## src/rtl/dpc_pkg.sv

```systemverilog
package dpc_pkg;
  typedef enum logic [1:0] {
    SW_NONE  = 2'd0,
    SW_NOW   = 2'd1,
    SW_DEFER = 2'd2,
    SW_IFBR  = 2'd3
  } sw_op_e;
endpackage

```

## src/rtl/dpc_next_pc.sv

```systemverilog
module dpc_next_pc #(
  parameter int AW = 32,
  parameter int LW = 3
) (
  input  logic [AW-1:0] cur_pc_i,
  input  logic [LW-1:0] len_i,
  input  logic [1:0]    sw_op_i,
  input  logic          is_branch_i,
  input  logic          is_cond_i,
  input  logic          taken_i,
  output logic [AW-1:0] seq_pc_o,
  output logic          redirect_o
);
  import dpc_pkg::*;
  localparam int PadW = AW - LW;

  assign seq_pc_o   = cur_pc_i + {{PadW{1'b0}}, len_i};
  // switch operations never redirect; branch flags are ignored for them
  assign redirect_o = (sw_op_e'(sw_op_i) == SW_NONE) && is_branch_i && (taken_i || !is_cond_i);
endmodule

```

## src/rtl/dpc_switch_ctrl.sv

```systemverilog
module dpc_switch_ctrl (
  input  logic       clk_i,
  input  logic       rst_ni,
  input  logic       mode_en_i,
  input  logic       retire_i,
  input  logic [1:0] sw_op_i,
  input  logic       redirect_i,
  output logic       active_o,
  output logic       toggle_o,
  output logic       pend_after_o,
  output logic       pend_br_o
);
  import dpc_pkg::*;
  sw_op_e op;
  logic   active_q, pend_after_q, pend_br_q;
  logic   fire;

  assign op       = sw_op_e'(sw_op_i);
  assign fire     = pend_after_q | (pend_br_q & redirect_i);
  assign toggle_o = retire_i & mode_en_i & (fire ^ (op == SW_NOW));

  always_ff @(posedge clk_i or negedge rst_ni) begin
    if (!rst_ni) begin
      active_q     <= 1'b0;
      pend_after_q <= 1'b0;
      pend_br_q    <= 1'b0;
    end else begin
      active_q <= active_q ^ toggle_o;
      if (!mode_en_i) begin
        pend_after_q <= 1'b0;
        pend_br_q    <= 1'b0;
      end else if (retire_i) begin
        pend_after_q <= (op == SW_DEFER);
        pend_br_q    <= (op == SW_IFBR);
      end
    end
  end

  assign active_o     = active_q;
  assign pend_after_o = pend_after_q;
  assign pend_br_o    = pend_br_q;
endmodule

```

## src/rtl/dpc_pc_bank.sv

```systemverilog
module dpc_pc_bank #(
  parameter int          AW     = 32,
  parameter int          NPC    = 2,
  parameter logic [AW-1:0] RST0 = '0,
  parameter logic [AW-1:0] RST1 = '0
) (
  input  logic                clk_i,
  input  logic                rst_ni,
  input  logic [NPC-1:0]      wr_en_i,
  input  logic [NPC-1:0][AW-1:0] wr_data_i,
  output logic [NPC-1:0][AW-1:0] pc_o
);
  for (genvar g = 0; g < NPC; g++) begin : g_pc
    localparam logic [AW-1:0] RstVal = (g == 0) ? RST0 : RST1;
    logic [AW-1:0] pc_q;
    always_ff @(posedge clk_i or negedge rst_ni) begin
      if (!rst_ni)         pc_q <= RstVal;
      else if (wr_en_i[g]) pc_q <= wr_data_i[g];
    end
    assign pc_o[g] = pc_q;
  end
endmodule

```

## src/rtl/dual_pc_switch.sv

```systemverilog
module dual_pc_switch #(
  parameter int            AW          = 32,
  parameter int            LW          = 3,
  parameter logic [AW-1:0] PRI_RESET_PC = 32'h0000_1000,
  parameter logic [AW-1:0] AUX_RESET_PC = '0
) (
  input  logic          clk_i,
  input  logic          rst_ni,
  input  logic          mode_en_i,
  input  logic          retire_i,
  input  logic [1:0]    sw_op_i,
  input  logic          is_branch_i,
  input  logic          is_cond_i,
  input  logic          taken_i,
  input  logic [AW-1:0] target_i,
  input  logic [LW-1:0] insn_len_i,
  output logic [AW-1:0] fetch_pc_o,
  output logic          aux_active_o
);
  localparam int NPC = 2;

  logic                   active, toggle, redirect, pend_after, pend_br;
  logic [AW-1:0]          seq_pc;
  logic [NPC-1:0]         wr_en;
  logic [NPC-1:0][AW-1:0] wr_data, pc;

  dpc_switch_ctrl u_ctrl (
    .clk_i       (clk_i),
    .rst_ni      (rst_ni),
    .mode_en_i   (mode_en_i),
    .retire_i    (retire_i),
    .sw_op_i     (sw_op_i),
    .redirect_i  (redirect),
    .active_o    (active),
    .toggle_o    (toggle),
    .pend_after_o(pend_after),
    .pend_br_o   (pend_br)
  );

  dpc_next_pc #(.AW(AW), .LW(LW)) u_next (
    .cur_pc_i   (fetch_pc_o),
    .len_i      (insn_len_i),
    .sw_op_i    (sw_op_i),
    .is_branch_i(is_branch_i),
    .is_cond_i  (is_cond_i),
    .taken_i    (taken_i),
    .seq_pc_o   (seq_pc),
    .redirect_o (redirect)
  );

  // current counter: return address on handover-with-jump, else next address;
  // other counter: written only when a handover carries a jump target
  for (genvar g = 0; g < NPC; g++) begin : g_wr
    logic is_cur;
    assign is_cur = (active == g[0]);
    always_comb begin
      wr_en[g]   = 1'b0;
      wr_data[g] = seq_pc;
      if (retire_i) begin
        if (is_cur) begin
          wr_en[g]   = 1'b1;
          wr_data[g] = (redirect && !toggle) ? target_i : seq_pc;
        end else if (toggle && redirect) begin
          wr_en[g]   = 1'b1;
          wr_data[g] = target_i;
        end
      end
    end
  end

  dpc_pc_bank #(.AW(AW), .NPC(NPC), .RST0(PRI_RESET_PC), .RST1(AUX_RESET_PC)) u_bank (
    .clk_i    (clk_i),
    .rst_ni   (rst_ni),
    .wr_en_i  (wr_en),
    .wr_data_i(wr_data),
    .pc_o     (pc)
  );

  assign fetch_pc_o   = pc[active];
  assign aux_active_o = active;
endmodule

```

## config.mk

```make
export PLATFORM = sky130hd
export DESIGN_NAME = dual_pc_switch
export DESIGN_NICKNAME = d
export VERILOG_FILES = /design/src/rtl/dpc_pkg.sv /design/src/rtl/dpc_next_pc.sv /design/src/rtl/dpc_switch_ctrl.sv /design/src/rtl/dpc_pc_bank.sv /design/src/rtl/dual_pc_switch.sv
export SDC_FILE = /design/constraint.sdc
export NUM_CORES = 1
export LEC_CHECK = 0
export BUFFER_PORTS_ARGS = -buffer_cell sky130_fd_sc_hd__buf_2
export CAP_MARGIN = 10
export CORE_UTILIZATION = 58
export CTS_CLUSTER_DIAMETER = 150
export CTS_CLUSTER_SIZE = 12
export DETAILED_ROUTE_END_ITERATION = 6
export GPL_TIMING_DRIVEN = 0
export HOLD_SLACK_MARGIN = 0.15
export PLACE_DENSITY = 0.89
export SLEW_MARGIN = 15
export SYNTH_ARGS = -nofsm -noshare
export SYNTH_HDL_FRONTEND = slang
export SYNTH_HIERARCHICAL = 1
export SYNTH_SLANG_ARGS = --single-unit
```

## constraint.sdc

```tcl
create_clock -name clk_i -period 3.2 [get_ports clk_i]
set_clock_uncertainty 0.1 [all_clocks]
set_input_delay 0.64 -clock clk_i [delete_from_list [all_inputs] [get_ports clk_i]]
set_output_delay 0.64 -clock clk_i [all_outputs]
set_load 0.005 [all_outputs]
```

==> impl_metrics.toml, run 1 <==
[routing]
dr.pass1.iters = 4
vias = 3374
via_per_inst = 5.96
drt_iter0_markers = 161
wire_per_inst_um = 20.2
routed_wl_mm = 11.4
ant_nets = 0
remaining_drc_errors = 0

[min_path]
min_path_cells = 1
hp-class = "reg2reg"

[setup_path]
crit_path_max_fanout = 8
crit_chain = "buf_4, mux2_2, ha_1, fa_1, a21oi_4, buf_4, nor3_1, nand3_1, xnor2_1, mux2_2, mux2_4"
slowest_stage = "fa_1"
startpoint_type = "flip-flop"
critical_path_class = "reg2reg"
max_stage_delay_ns = 0.45
worstRegToRegCells = 11
crit_required_ns = 3.35
cp.arrival_ns = 3.20
r2r_slack_ns = 0.15
crit_path_end_kind = "flip-flop"

[synthesis]
synth_top_cell_by_area = "dfrtp_1"
synth_enable_flop_cells = 0
yosysWarnings = 6
synth.avg_cell_area_sq_um = 13.5
ys_seq_area_share_pct = 34.4
synth_top_area_share_pct = 33.9
synth_ff_type = "dfrtp_1"
synth_area_sq_um = 4880
yosysUniqueCellTypes = 38
ys_ff_latch = 67
syn_inst = 361
synthArstFlopShare_pct = 100
syn_nets = 409
yosys-top-cells-area = "dfrtp_1 34%, mux2_4 28%, mux2_2 15%, xnor2_1 5.0%, buf_12 2.5%"

[finish]
num_antenna_cells = 0
final_cell_mix = "90 x mux2_4, 80 x buf_2, 67 x mux2_2, 66 x dfrtp_1, 28 x xnor2_1"
drive_gt1_share_pct = 63.3
fillers = 584
nNetsFinal = 504
fin_util_pct = 69.9
final_common_cell = "mux2_4"
syn_to_final_growth_pct = 17.2

[floorplanning]
io_pins = 77
placementRows = 33
core_sq_um = 8180
die_h_um = 93.7
dieArea_sq_um = 8780
die_w_um = 93.7
start_util_pct = 59.7

[timing]
fin_ws_ns = 0.147
report.final.slew_viol_count = 0
rsz0062_at_grt = "false"
period_share_pct = 95.4
holdWs_ns = 0.407
fmax_mhz = 328
setup_viol = 0
period_needed_ns = 3.05
setup_tns_ns = 0
timing.slew.headroom_pct = 59.6
hold_violations = 0
worst_pin_slew_ns = 0.606

[global_route]
antenna_found_initial = 0
overflow = 0
grt_max_degree = 41
grt_pass1_vias = 3574
track_usage_pct = 27.1
grt_pass1_wl_mm = 18.1

[cts]
cts_tree = "done"
h-tree-depth = 3
cts_inserted_buffers = 9
cts-root-buf = "clkbuf_8"
clock_path_buffers = 2
cts.clk_slew.worst_paths_ns = 0.08
clock_latency_ns = 0.35
cts.sinks = 67

[run]
cap_violations = 0

[outcome]
outcome = "finished clean"

[placement]
dp_hpwl_mm = 7.59
post-place-ws_ns = -0.506
gp_congestion = 0.800
portBuffers = 76

[power]
vdd.ir_drop.worst_mv = 0.443
leakagePower_nw = 2.71
power_density_nw_per_um2 = 895
-- logic make-up after synthesis --
family	count (synthesis)	share of synthesized area [%]
compound gates	8	1.05
xor+xnor	33	6.08
fa+ha+maj	4	1.18
buf+inv	24	5.03
flops	67	34.4
mux	160	43.9
simple gates	65	8.41
-- cell type report --
cell class	instances	area (sq um)	area share, %
inverter	2	7.51	0.131
clock inverter	6	63.8	1.12
tap	105	131	2.30
sequential	67	1680	29.3
buffer	22	240	4.20
timing repair buffer	84	458	8.01
multi-input combinational	270	3000	52.5
clock buffer	10	138	2.41
-- final timing paths --
path | from | to
max | u_ctrl/active_o | u_bank/g_pc[1].pc_q[10]
min reg2reg | u_bank/g_pc[1].pc_q[2] | u_bank/g_pc[1].pc_q[2]
min | u_bank/g_pc[1].pc_q[2] | u_bank/g_pc[1].pc_q[2]
min in group asynchronous | rst_ni | u_ctrl/active_o
max in group asynchronous | rst_ni | u_bank/g_pc[1].pc_q[13]
max reg2reg | u_ctrl/active_o | u_bank/g_pc[1].pc_q[10]
-- synthesized netlist by cell type (all sizes together), types with 5 or more instances --
library cell and number:
a21oi 5, and3 6, buf 18, dfrtp 66, mux2 160, nand2 12
nand3 7, nand4 19, nor2 6, xnor2 28, xor2 5
-- per-layer routing --
| metal | share of wire, % | global-route usage, % | vias up |
|---|---|---|---|
| li1 | - | - | 1495 |
| met1 | 41 | 33.6 | 1722 |
| met2 | 52 | 46.8 | 133 |
| met3 | 5.1 | 5.74 | 24 |
| met4 | 2.1 | 8.46 | 0 |
| met5 | 0 | 0 | - |
-- worst max-delay path: cells and delay by family, from the launching register on --
family                     cells  cell delay (ns)
muxes                          3             0.91
adders and majority gates      2             0.68
DFF                            1             0.37
buffers and inverters          2             0.35
AOI/OAI and AO/OA              1             0.24
and+or+nand+nor                2             0.20
xor gates and xnor gates       1             0.09
-- metrics by stage --
| stage | instance area [sq um] | total power, mW | instances |
|---|---|---|---|
| final | 5720 | 5.12 | 566 |
| after global placement | 5390 | 4.10 | 542 |
| after CTS | 5650 | 5.02 | 561 |
| after detailed placement | 5410 | 4.24 | 543 |
| after floorplan | 4880 | 3.58 | 361 |
| after global routing | 5720 | 5.38 | 566 |
-- power by group --
part	total, mW	internal, mW	leakage (nW)	switching (mW)
sequential	1.33	1.16	0.875	0.173
clock	0.726	0.381	0.0987	0.345
combinational	3.06	1.79	1.73	1.27
-- flip-flops by register name, summed over array words and instances, names as in the netlist --
signal               count
u_bank/g_pc.pc_q        64
u_ctrl/active_o          1
u_ctrl/pend_after_o      1
u_ctrl/pend_br_o         1
-- what timing repair did --
item / 4_1_cts / 5_1_grt
hold buffers: 1 / 0
buffers inserted: 1 / 5
resized for setup: 5 / 6
pin swaps: 1 / 3
endpoints found under the hold margin: 26 / 0
setup endpoints to repair: 62 / 44
No activity file was read; power rests on OpenSTA's default activity.
==> inputs of run 2 (changes only) <==
- CELL_PAD_IN_SITES_DETAIL_PLACEMENT: unset -> 0
- CELL_PAD_IN_SITES_GLOBAL_PLACEMENT: unset -> 1
- CORE_UTILIZATION: 58 -> 47
==> run 2 against run 1 <==
Compared with the run above:
- clock power is 8.3% higher
- design area grew 0.77%
- utilization is 12 points lower
- routed wire length is 8.4% lower
- sequential share of layout area decreased by 0.22 points
- register-to-register slack worse by 0.02 ns
- die area grew 23%
- first-iteration DRC count down 69%
- fmax fell by 0.80%
- hold slack better by 0.0010 ns
- sequential cell count unchanged
- total power down 0.93%
- largest cell class unchanged
==> impl_metrics.toml, run 2 (synthesis results as in run 1) <==
[outcome]
outcome = "finished clean"

[timing]
period_share_pct = 96.2
rsz0062_at_grt = "false"
fin_ws_ns = 0.123
report.final.slew_viol_count = 0
hold_violations = 0
setup_viol = 0
worst_pin_slew_ns = 0.606
period_needed_ns = 3.08
timing.slew.headroom_pct = 59.6
fmax_mhz = 325

[routing]
ant_nets = 0
drt_iter0_markers = 50
via_per_inst = 5.42
vias = 3201
dr.pass1.iters = 4
wire_per_inst_um = 17.7
routed_wl_mm = 10.4
remaining_drc_errors = 0

[placement]
dp_hpwl_mm = 7.34
dp_cells = 571
gp_congestion = 0.758
post-place-ws_ns = -0.460
portBuffers = 76

[cts]
cts-root-buf = "clkbuf_8"
cts.sinks = 67
h-tree-depth = 3
clock_path_buffers = 2
cts.clk_slew.worst_paths_ns = 0.07
cts_tree = "done"
clock_latency_ns = 0.33
cts_inserted_buffers = 9

[power]
p_comb_share_pct = 58.5
power.switching_mw = 1.66
p_total_mw = 5.07
pwr-share-seq_pct = 26.0
power_frac_clock_pct = 15.5
vdd.ir_drop.worst_mv = 0.317
sw_frac_of_total_pct = 32.7
leakagePower_nw = 2.71
power_density_nw_per_um2 = 880
internal-power_mw = 3.41

[floorplanning]
core_sq_um = 9910
io_pins = 77
die_w_um = 104
placementRows = 36
dieArea_sq_um = 10800
start_util_pct = 49.2
die_h_um = 104

[global_route]
busiest_layer = "met2"
overflow = 0
grt_util_met3_pct = 4.51
grt_pass1_vias = 3383
track_usage_pct = 20.5
grt_pass1_wl_mm = 17.6
antenna_found_initial = 1
grt_max_degree = 44
met2_usage_pct = 34.5
grtUsageMet1_pct = 26.7

[finish]
top_register = "u_bank/g_pc.pc_q"
drive_gt1_share_pct = 62.9
fin_util_pct = 58.1
fin_cells = 591
final_common_cell = "mux2_4"
largest_reg_flops = 64
fillers = 833
num_antenna_cells = 0
syn_to_final_growth_pct = 18.1
final_cell_mix = "90 x mux2_4, 80 x buf_2, 67 x mux2_2, 66 x dfrtp_1, 28 x xnor2_1"
nNetsFinal = 503

[run]
cap_violations = 0

[setup_path]
cp.arrival_ns = 3.20
crit_path_max_fanout = 10
critical_path_class = "reg2reg"
crit_path_end_kind = "flip-flop"
crit_required_ns = 3.32
startpoint_type = "flip-flop"

[min_path]
hp-class = "reg2reg"
-- run 2: worst paths after layout --
path / from / end / slack (ns) / cells past startpoint
hold / removal: u_bank/g_pc[1].pc_q[15] / u_bank/g_pc[1].pc_q[15] / 0.41 / 1
hold reg to reg: u_bank/g_pc[1].pc_q[15] / u_bank/g_pc[1].pc_q[15] / 0.41 / 1
max in group asynchronous: rst_ni / u_bank/g_pc[0].pc_q[12] / 1.74 / 3
min in group asynchronous: rst_ni / u_ctrl/pend_br_o / 0.66 / 2
setup / recovery: u_ctrl/active_o / u_bank/g_pc[0].pc_q[26] / 0.12 / 11
setup reg to reg: u_ctrl/active_o / u_bank/g_pc[0].pc_q[26] / 0.12 / 11
-- run 2: power groups by stage --
stage	Sequential, mW	Clock (mW)	Combinational (mW)
6_report	1.32	0.786	2.96
5_1_grt	1.35	0.841	3.21
4_1_cts	1.32	0.804	2.92
3_5_place_dp	1.32	0	2.89
3_3_place_gp	1.31	0	2.81
2_1_floorplan	1.28	0	2.30
-- run 2: layer usage --
metal	vias up	wire (um)
met5	-	0
met4	0	68
met3	8	535
met2	86	5120
met1	1607	4730
li1	1500	-
-- run 2: stage by stage --
stage / hold slack (ns) / setup TNS (ns) / cell area [sq um]
after floorplan: 0.244 / 0 / 4880
after global placement: 0.384 / -22.70 / 5430
after detailed placement: 0.391 / -25.21 / 5460
after CTS: 0.411 / 0 / 5700
after global routing: 0.424 / 0 / 5760
final: 0.408 / 0 / 5760
-- run 2: worst max-delay path, cell delays in order, from the launching register on --
cell     delay (ns)
dfrtp_1        0.42
buf_6          0.17
mux2_2         0.36
ha_1           0.24
fa_1           0.44
a21oi_4        0.25
nor4_4         0.05
buf_4          0.19
nand4_1        0.12
xnor2_1        0.10
mux2_4         0.27
mux2_4         0.25
-- run 2: cell type report --
type	count	area (sq um)	share of cell area (%)
Inverter	2	7.51	0.130
Multi-Input combinational cell	270	2990	51.9
Tap cell	133	166	2.89
Timing Repair Buffer	83	458	7.95
Buffer	22	244	4.24
Clock inverter	2	60.1	1.04
Sequential cell	67	1680	29.1
Clock buffer	12	155	2.69
-- run 2: timing repair --
action                                  in CTS  in global routing
endpoints found under the setup margin      62                 42
hold buffers                                 1                  0
hold endpoints to repair                    24                  0
pin swaps                                    1                  3
setup buffers                                1                  4
gates resized for setup                      5                  6
==> inputs of run 3 (changes only) <==
--- a/config.mk
+++ b/config.mk
@@ -18,2 +18,3 @@
 export PLACE_DENSITY = 0.89
+export SETUP_SLACK_MARGIN = 0.05
 export SLEW_MARGIN = 15
==> constraint.sdc (replaced) <==
create_clock -name clk_i -period 3.2 [get_ports clk_i]
set_clock_uncertainty 0.1 [all_clocks]
set_input_delay 0.48 -clock clk_i [delete_from_list [all_inputs] [get_ports clk_i]]
set_output_delay 0.48 -clock clk_i [all_outputs]
set_load 0.005 [all_outputs]
==> run 3 against run 2 <==
Compared with the run above:
- die area is the same
- sequential cell count is the same
- global-route usage rose by 0.095 points
- utilization increased by 0.11 points
- largest power group unchanged
==> impl_metrics.toml, run 3 (synthesis results as in run 1) <==
[timing]
timing.slew.headroom_pct = 59.6
setup_tns_ns = 0
setup_viol = 0
period_needed_ns = 3.01
report.final.slew_viol_count = 0
rsz0062_at_grt = "false"
worst_pin_slew_ns = 0.607
period_share_pct = 94.0
fmax_mhz = 332
hold_violations = 0

[outcome]
outcome = "finished clean"

[finish]
largest_reg_flops = 64
top_register = "u_bank/g_pc.pc_q"
nNetsFinal = 503
fillers = 836
num_antenna_cells = 0
final_cell_mix = "90 x mux2_4, 80 x buf_2, 67 x mux2_2, 66 x dfrtp_1, 28 x xnor2_1"
final_common_cell = "mux2_4"
syn_to_final_growth_pct = 18.3
drive_gt1_share_pct = 63.3

[routing]
wire_per_inst_um = 17.9
ant_nets = 0
routed_wl_mm = 10.6
drt_iter0_markers = 73
vias = 3205
remaining_drc_errors = 0
dr.pass1.iters = 4
via_per_inst = 5.42

[global_route]
grt_pass1_wl_mm = 17.6
track_usage_pct = 20.6
overflow = 0
grt_max_degree = 44
antenna_found_initial = 1
grt_pass1_vias = 3377

[floorplanning]
die_w_um = 104
placementRows = 36
start_util_pct = 49.2
die_h_um = 104
io_pins = 77
dieArea_sq_um = 10800
core_sq_um = 9910

[cts]
cts_inserted_buffers = 9
clock_path_buffers = 2
cts_tree = "done"
cts.clk_slew.worst_paths_ns = 0.07
h-tree-depth = 3
cts.sinks = 67
clock_latency_ns = 0.34
cts-root-buf = "clkbuf_8"

[setup_path]
critical_path_class = "reg2reg"
cp.arrival_ns = 3.14
crit_path_max_fanout = 10
crit_path_end_kind = "flip-flop"
crit_required_ns = 3.33
startpoint_type = "flip-flop"

[power]
vdd.ir_drop.worst_mv = 0.317
power_density_nw_per_um2 = 883
leakagePower_nw = 2.71
p_total_mw = 5.09

[run]
cap_violations = 0

[placement]
gp_congestion = 0.758
dp_hpwl_mm = 7.34
portBuffers = 76

[min_path]
hp-class = "in2reg"
-- run 3: cell counts in the layout (fill, tap and decap cells not counted) --
No cell type changed its count.
-- run 3: timing repair --
action                     CTS  global route
setup endpoints to repair   52            62
pin swaps                    1             3
hold buffers                 1             0
resized for setup            6             8
gates cloned                 0             0
hold endpoints to repair    24             0
buffers inserted             1             4
-- run 3: report_power, final --
part / switching [mW] / internal (mW) / total (mW)
combinational: 1.20 / 1.79 / 2.99
clock: 0.313 / 0.474 / 0.787
sequential: 0.163 / 1.16 / 1.32
-- run 3: critical path: stages, from the launching register on --
cell and delay, ns:
dfrtp_1 0.42, buf_6 0.17, mux2_2 0.36, ha_1 0.24, fa_2 0.39, a21oi_4 0.22
nor4_4 0.05, buf_4 0.19, nand4_1 0.13, xnor2_1 0.10, mux2_4 0.28, mux2_4 0.26
-- run 3: final timing paths --
check                                        start                       to  slack, ns  depth (start not counted)
setup / recovery                   u_ctrl/active_o  u_bank/g_pc[0].pc_q[28]       0.19                         11
hold reg to reg            u_bank/g_pc[1].pc_q[15]  u_bank/g_pc[1].pc_q[15]       0.41                          1
setup reg to reg                   u_ctrl/active_o  u_bank/g_pc[0].pc_q[28]       0.19                         11
max in group asynchronous                   rst_ni  u_bank/g_pc[0].pc_q[12]       1.91                          3
min in group asynchronous                   rst_ni         u_ctrl/pend_br_o       0.50                          2
hold / removal                           mode_en_i         u_ctrl/pend_br_o       0.32                          2
-- run 3: per-layer routing --
layer,wire (um),global-route usage [%],vias up,part of all wire (%)
met5,0,0,-,0
met4,81,4.80,0,0.77
met3,403,4.51,10,3.8
met2,5210,34.8,68,49
met1,4870,26.7,1627,46
li1,-,-,1500,-
-- run 3: area by class of cell --
class                   instances  area, sq um  area share, %
multi-input cells             270         3000           52.0
flip-flops and latches         67         1680           29.1
repair buffers                 83          458           7.93
plain buffers                  22          248           4.29
well taps                     133          166           2.88
clock buffers                  12          155           2.69
clock inverters                 2         60.1           1.04
inverters                       2         7.51          0.130
-- run 3: stage by stage --
stage / cell area, sq um / hold slack, ns / cells / setup slack [ns] / util (%)
after floorplan: 4880 / 0.0844 / 361 / 0.162 / -
after global placement: 5430 / 0.384 / 570 / -0.381 / 54.7
after detailed placement: 5460 / 0.319 / 571 / -0.460 / 55.1
after CTS: 5710 / 0.304 / 587 / 0.0593 / 57.7
after global routing: 5770 / 0.315 / 591 / 0.0711 / 58.2
final: 5770 / 0.318 / 591 / 0.191 / 58.2
